===== src/rtl/sdl_pkg.sv =====
package sdl_pkg;
  typedef enum logic [2:0] {
    ST_IDLE,
    ST_WIN,
    ST_CONV,
    ST_RDY,
    ST_READ
  } sdl_state_e;
endpackage


===== src/rtl/sclk_cond.sv =====
module sclk_cond #(
  parameter int FILT_CYC = 8
) (
  input  logic clk_i,
  input  logic rst_ni,
  input  logic sclk_i,
  output logic fall_o,
  output logic rise_o
);
  localparam int CNT_W = $clog2(FILT_CYC + 1);

  logic s1_q, s2_q, filt_q;
  logic [CNT_W-1:0] cnt_q;
  logic upd;

  assign upd    = (s2_q != filt_q) && (cnt_q == CNT_W'(FILT_CYC - 1));
  assign fall_o = upd && !s2_q;
  assign rise_o = upd && s2_q;

  always_ff @(posedge clk_i or negedge rst_ni) begin
    if (!rst_ni) begin
      s1_q   <= 1'b1;
      s2_q   <= 1'b1;
      filt_q <= 1'b1;
      cnt_q  <= '0;
    end else begin
      s1_q <= sclk_i;
      s2_q <= s1_q;
      if (s2_q == filt_q) begin
        cnt_q <= '0;
      end else if (upd) begin
        filt_q <= s2_q;
        cnt_q  <= '0;
      end else begin
        cnt_q <= cnt_q + 1'b1;
      end
    end
  end

  AST_FALL_SPACED: assert property (@(posedge clk_i) disable iff (!rst_ni)
    fall_o |=> !fall_o);
endmodule


===== src/rtl/sdl_shreg.sv =====
module sdl_shreg #(
  parameter int DW    = 16,
  parameter int RED_W = 3
) (
  input  logic             clk_i,
  input  logic             rst_ni,
  input  logic             load_i,
  input  logic             shift_i,
  input  logic [RED_W-1:0] red_i,
  input  logic [DW-1:0]    data_i,
  output logic             bit_o
);
  localparam logic [DW-1:0] SIGN_ONLY = {1'b1, {(DW-1){1'b0}}};

  logic [DW-1:0] sh_q;
  logic [DW-1:0] val;

  always_comb begin
    val = data_i & ({DW{1'b1}} << red_i);
    if (val == SIGN_ONLY) val = val | (DW'(1) << red_i);
  end

  always_ff @(posedge clk_i or negedge rst_ni) begin
    if (!rst_ni) begin
      sh_q  <= '0;
      bit_o <= 1'b0;
    end else if (load_i) begin
      sh_q <= val;
    end else if (shift_i) begin
      bit_o <= sh_q[DW-1];
      sh_q  <= sh_q << 1;
    end
  end

  AST_NO_RESERVED: assert property (@(posedge clk_i) disable iff (!rst_ni)
    load_i |=> sh_q != SIGN_ONLY);
endmodule


===== src/rtl/sdl_fsm.sv =====
module sdl_fsm
  import sdl_pkg::*;
#(
  parameter int CH_W     = 2,
  parameter int DW       = 16,
  parameter int MAX_RED  = 6,
  parameter int RED_W    = 3,
  parameter int WIN_CYC  = 4000,
  parameter int BASE_CYC = 65536
) (
  input  logic             clk_i,
  input  logic             rst_ni,
  input  logic             fall_i,
  input  logic             rise_i,
  input  logic [CH_W-1:0]  addr_i,
  input  logic             bit_i,
  output logic             start_o,
  output logic [CH_W-1:0]  chan_o,
  output logic             load_o,
  output logic             shift_o,
  output logic [RED_W-1:0] red_o,
  output logic             sdat_o
);
  localparam int TMR_MAX = (WIN_CYC > BASE_CYC) ? WIN_CYC : BASE_CYC;
  localparam int TMR_W   = $clog2(TMR_MAX + 1);
  localparam int LEFT_W  = $clog2(DW + 1);

  sdl_state_e        state_q;
  logic [TMR_W-1:0]  tmr_q;
  logic [LEFT_W-1:0] left_q;
  logic              ack_q;
  logic              go;

  // start from sleep, or once the last data bit is out
  assign go      = fall_i && (state_q == ST_IDLE ||
                              (state_q == ST_READ && left_q == '0));
  assign load_o  = (state_q == ST_CONV) && (tmr_q == '0);
  assign shift_o = fall_i && (state_q == ST_RDY ||
                              (state_q == ST_READ && left_q != '0));

  always_comb begin
    unique case (state_q)
      ST_WIN:  sdat_o = ack_q;
      ST_CONV: sdat_o = 1'b0;
      ST_READ: sdat_o = bit_i;
      default: sdat_o = 1'b1;
    endcase
  end

  always_ff @(posedge clk_i or negedge rst_ni) begin
    if (!rst_ni) begin
      state_q <= ST_IDLE;
      tmr_q   <= '0;
      left_q  <= '0;
      ack_q   <= 1'b0;
      red_o   <= '0;
      chan_o  <= '0;
      start_o <= 1'b0;
    end else begin
      start_o <= go;
      if (go) begin
        state_q <= ST_WIN;
        chan_o  <= addr_i;
        tmr_q   <= TMR_W'(WIN_CYC - 1);
        red_o   <= '0;
        ack_q   <= 1'b1;
      end else begin
        unique case (state_q)
          ST_WIN: begin
            if (tmr_q == '0) begin
              state_q <= ST_CONV;
              ack_q   <= 1'b0;
              tmr_q   <= TMR_W'(BASE_CYC >> red_o) - 1'b1;
            end else begin
              tmr_q <= tmr_q - 1'b1;
              if (fall_i && red_o != RED_W'(MAX_RED)) begin
                red_o <= red_o + 1'b1;
                ack_q <= 1'b1;
              end else if (rise_i) begin
                ack_q <= 1'b0;
              end
            end
          end
          ST_CONV: begin
            if (tmr_q == '0) state_q <= ST_RDY;
            else tmr_q <= tmr_q - 1'b1;
          end
          ST_RDY: begin
            if (fall_i) begin
              state_q <= ST_READ;
              left_q  <= LEFT_W'(DW - 1) - LEFT_W'(red_o);
            end
          end
          ST_READ: begin
            if (fall_i) left_q <= left_q - 1'b1;
          end
          default: state_q <= ST_IDLE;
        endcase
      end
    end
  end

  AST_CHAN_HOLD: assert property (@(posedge clk_i) disable iff (!rst_ni)
    !$stable(chan_o) |-> start_o);
  AST_START_PULSE: assert property (@(posedge clk_i) disable iff (!rst_ni)
    start_o |=> !start_o);
  AST_RED_CAP: assert property (@(posedge clk_i) disable iff (!rst_ni)
    (state_q == ST_WIN && fall_i && red_o == RED_W'(MAX_RED)) |=> red_o == RED_W'(MAX_RED));
  AST_ACK_RISE: assert property (@(posedge clk_i) disable iff (!rst_ni)
    (state_q == ST_WIN && rise_i && !fall_i) |=> !sdat_o);
  AST_CONV_IGNORE: assert property (@(posedge clk_i) disable iff (!rst_ni)
    (state_q == ST_CONV) |=> (state_q == ST_CONV || state_q == ST_RDY));
endmodule


===== src/rtl/sdat_link.sv =====
module sdat_link #(
  parameter int CH_W     = 2,
  parameter int RES_MAX  = 16,
  parameter int RES_MIN  = 10,
  parameter int WIN_CYC  = 4000,
  parameter int BASE_CYC = 65536,
  parameter int FILT_CYC = 8
) (
  input  logic               clk_i,
  input  logic               rst_ni,
  input  logic               sclk_i,
  input  logic [CH_W-1:0]    addr_i,
  input  logic [RES_MAX-1:0] result_i,
  output logic               sdat_o,
  output logic [CH_W-1:0]    chan_o,
  output logic               start_o
);
  localparam int MAX_RED = RES_MAX - RES_MIN;
  localparam int RED_W   = $clog2(MAX_RED + 1);

  logic fall, rise, load, shift, dbit;
  logic [RED_W-1:0] red;

  sclk_cond #(.FILT_CYC(FILT_CYC)) u_cond (
    .clk_i(clk_i), .rst_ni(rst_ni), .sclk_i(sclk_i),
    .fall_o(fall), .rise_o(rise)
  );

  sdl_fsm #(
    .CH_W(CH_W), .DW(RES_MAX), .MAX_RED(MAX_RED), .RED_W(RED_W),
    .WIN_CYC(WIN_CYC), .BASE_CYC(BASE_CYC)
  ) u_fsm (
    .clk_i(clk_i), .rst_ni(rst_ni), .fall_i(fall), .rise_i(rise),
    .addr_i(addr_i), .bit_i(dbit), .start_o(start_o), .chan_o(chan_o),
    .load_o(load), .shift_o(shift), .red_o(red), .sdat_o(sdat_o)
  );

  sdl_shreg #(.DW(RES_MAX), .RED_W(RED_W)) u_shreg (
    .clk_i(clk_i), .rst_ni(rst_ni), .load_i(load), .shift_i(shift),
    .red_i(red), .data_i(result_i), .bit_o(dbit)
  );
endmodule


===== config.mk =====
export PLATFORM = sky130hd
export DESIGN_NAME = sdat_link
export DESIGN_NICKNAME = d
export VERILOG_FILES = /design/src/rtl/sdl_pkg.sv /design/src/rtl/sclk_cond.sv /design/src/rtl/sdl_shreg.sv /design/src/rtl/sdl_fsm.sv /design/src/rtl/sdat_link.sv
export SDC_FILE = /design/constraint.sdc
export NUM_CORES = 1
export LEC_CHECK = 0
export BUFFER_PORTS_ARGS = -buffer_cell sky130_fd_sc_hd__buf_4
export CAP_MARGIN = 20
export CORE_MARGIN = 3
export CORE_UTILIZATION = 60
export DETAILED_ROUTE_END_ITERATION = 10
export GPL_ROUTABILITY_DRIVEN = 0
export PLACE_DENSITY = 0.84
export SYNTH_ARGS = -nofsm -noshare
export SYNTH_HDL_FRONTEND = slang
export SYNTH_SLANG_ARGS = --single-unit

===== constraint.sdc =====
create_clock -name clk_i -period 6.65 [get_ports clk_i]
set_input_delay 1.995 -clock clk_i [delete_from_list [all_inputs] [get_ports clk_i]]
set_output_delay 1.995 -clock clk_i [all_outputs]
set_load 0.05 [all_outputs]

==> results by group <==
Die
  • Die area: 6740 um^2
  • Initial core utilization: 62.7%
  • Site Rows: 27
  • Vert. Die Dim: 82.1 um
  • I/O pins: 25
  • Core ar.: 5540 um^2
  • Die Wd: 82.1 um

Finish
  • Diodes inserted: 0
  • Layout area overhead: 8.78%
  • Design area: 3780 um^2
  • Commonest non-fill, non-tap cell in the layout: dfrtp_1
  • Nets: 414
  • Layout cells sized above 1: 14.4%
  • Most frequent cells in the layout: dfrtp_1 (53), buf_4 (26), nor2_1 (24), nand2_1 (24), nor3_1 (21)

GRT
  • Overall Global Routing Usage: 25.5%
  • GRT Residual Overflow: 0
  • Largest net degree at the start of global routing: 57
  • First-pass GRT wire length: 13,300 um
  • Initial antenna violation count: 0
  • Vias in the first global route: 2,829

Synth
  • Async S/R FF share, synth: 100%
  • Synthesized net count: 399
  • Cells after synthesis: 366
  • Cell Area, Synth: 3480 um^2
  • Mapped Avg Cell Area: 9.50 um^2
  • Synth cell types: 65
  • Top FF cell, synth: dfrtp_1
  • Post-synth EDFFs: 0
  • Synth Register Bits: 56
  • Seq/Total Area, Yosys: 40.4%
  • Yosys warnings: 0

Timing
  • Slew Viols, Final: 0
  • Max-slew headroom: 35.6%
  • Tcrit/Tclk final: 55.3%
  • Fin Setup TNS: 0 ns
  • Fmax: 0.272 GHz
  • RSZ-0062 raised after global routing: no
  • Worst-Margin Slew: 0.960 ns
  • Setup violations, final: 0
  • Max Clock Skew: 0.00885 ns
  • Final hold slack: 0.360 ns
  • Minimum clock period after layout: 3.68 ns
  • Final hold violations: 0

Setup path
  • Slowest cell on the critical path: dfrtp_1
  • Buffers and inverters on the worst path: 1
  • Crit-path max FO: 16
  • CP arrival: 1.68 ns
  • Worst setup EP type: output port
  • Critical path startpoint category: flop
  • Crit-path leading delay family: flip-flops
  • CP required: 4.66 ns
  • Crit-path max cell delay: 0.55 ns
  • CP Cell Sequence: or2_2 > nor2_1 > a21oi_1 > buf_4
  • CP Class: reg2out

Clocking
  • CTS tree: yes
  • H-Tree Depth: 2
  • Latest clock arrival within the worst-skew pair: 0.31 ns
  • Deepest clock path buffer count: 2
  • Post-CTS resize count: 0
  • Cts hold-fix bufs: 0
  • Post-CTS Setup Bufs: 0
  • Worst-path clk slew: 0.09 ns
  • Clock Sinks: 56
  • Root Driver: clkbuf_8
  • TritonCTS Buffers: 5

Run status
  • Status: finished, final reports clean

Route
  • DRC Markers: 0
  • Drt pass-1 iters: 5
  • Post-DR wirelength/cell: 18.4 um
  • Initial DRC Count: 438
  • Post-Route WL: 8360 um
  • Via count: 3,046
  • Vias per inst: 6.71
  • Antenna Nets Post-Route: 0

Pwr
  • PD cells: 291 nW/um^2
  • Leakage Power: 1.67 nW
  • Worst vdd ir: 0.000220 V

Run
  • Max Cap Violations: 0

Place
  • Post-DP Area: 3690 um^2
  • Hpwl dp: 5690 um
  • Port Buffers: 24

Hold path
  • Hold/Removal Path Class: reg2reg
==> synthesized netlist by cell type (5+ instances only) <==
cell type  instances  area share [%]
nor2b_1            8             1.4
dfrtp_1           53              38
nand2_1           24             2.6
a21oi_1           14             2.0
mux2i_1            6             1.7
ha_1              12             4.3
nor3b_1            6             1.3
a221o_1            5             1.4
nor4_1             7             1.3
nor3_1            21             3.0
inv_1             14             1.5
o21ai_0           16             2.3
nand4_1            5            0.90
nor2_1            24             2.6
clkbuf_1          10             1.1
o2bb2ai_1          6             1.5
a22o_1            10             2.5
a21o_1            10             2.2
nand3_1           11             1.6
buf_2              6            0.86
nand2b_1           9             1.6
==> where the power goes <==
part	total, W	leakage (nW)	internal [W]	switching, W
clock	0.000196	0.0445	0.0000850	0.000111
sequential	0.000506	0.727	0.000422	0.0000833
combinational	0.000397	0.900	0.000162	0.000235
total	0.00110	1.67	0.000669	0.000430
==> path summary, 6_finish.rpt <==
check,slack (ns),depth (start not counted),endpoint,startpoint
setup / recovery,2.97,4,sdat_o,u_fsm.state_q[0]
hold / removal,0.36,0,u_cond.s2_q,u_cond.s1_q
setup reg to reg,3.54,5,u_shreg.sh_q[6],u_fsm.tmr_q[9]
hold reg to reg,0.36,0,u_cond.s2_q,u_cond.s1_q
max in group asynchronous,4.45,1,u_fsm.tmr_q[11],rst_ni
min in group asynchronous,1.72,1,u_fsm.start_o,rst_ni
==> cells by family (layout without fill, tap and decap cells) <==
kind of cell,count (synthesis),after routing,synth area share [%]
AO/OA/AOI/OAI,103,103,22.1
XOR/XNOR,7,7,1.76
adder cells (fa/ha/maj),12,12,4.32
buffers and inverters,32,48,4.00
flip-flops,56,56,40.4
multiplexers,8,8,2.38
AND/OR/NAND/NOR,148,148,25.0
==> state kept, by name, indices dropped and copies added, names as in the netlist <==
register and flops:
u_fsm.tmr_q 17, u_shreg.sh_q 16, u_fsm.left_q 5, u_cond.cnt_q 4
u_fsm.red_o 3, u_fsm.state_q 3, u_fsm.chan_o 2, u_cond.filt_q 1
u_cond.s1_q 1, u_cond.s2_q 1, u_fsm.ack_q 1, u_fsm.start_o 1
u_shreg.bit_o 1
==> final cells by class <==
class                      count  area (um^2)
fill                         449         1760
multi-input combinational    278         1940
clock buffer                   7         86.3
sequential                    56         1410
clock inverter                 1         7.51
tap                           72         90.1
inverter                      14         52.6
timing repair buffer          26          195
==> worst reg2reg max path, cell delays in order (launching register included) <==
cell     delay, ns
dfrtp_1       0.43
or3_4         0.41
or4_1         0.65
nor4_4        0.82
nor2_2        0.27
a221o_1       0.41
==> per-layer routing <==
| layer | wire (um) | vias to the layer above | GRT usage [%] |
|---|---|---|---|
| met2 | 4040 | 118 | 39.5 |
| li1 | - | 1410 | - |
| met1 | 3680 | 1489 | 36.1 |
| met5 | 0 | - | 0 |
| met4 | 220 | 0 | 9.47 |
| met3 | 423 | 29 | 4.01 |
==> through the flow <==
step / total power [W] / utilization [%] / setup slack (ns) / std cells
after global placement: 0.000881 / 66.6 / 3.00 / 446
after detailed placement: 0.000896 / 66.6 / 2.87 / 446
after global routing: 0.00116 / 68.2 / 2.86 / 454
final: 0.00110 / 68.2 / 2.97 / 454
after floorplan: 0.000794 / - / 3.01 / 366
after CTS: 0.00109 / 68.2 / 2.98 / 454
(Power assumes the default switching activity.)
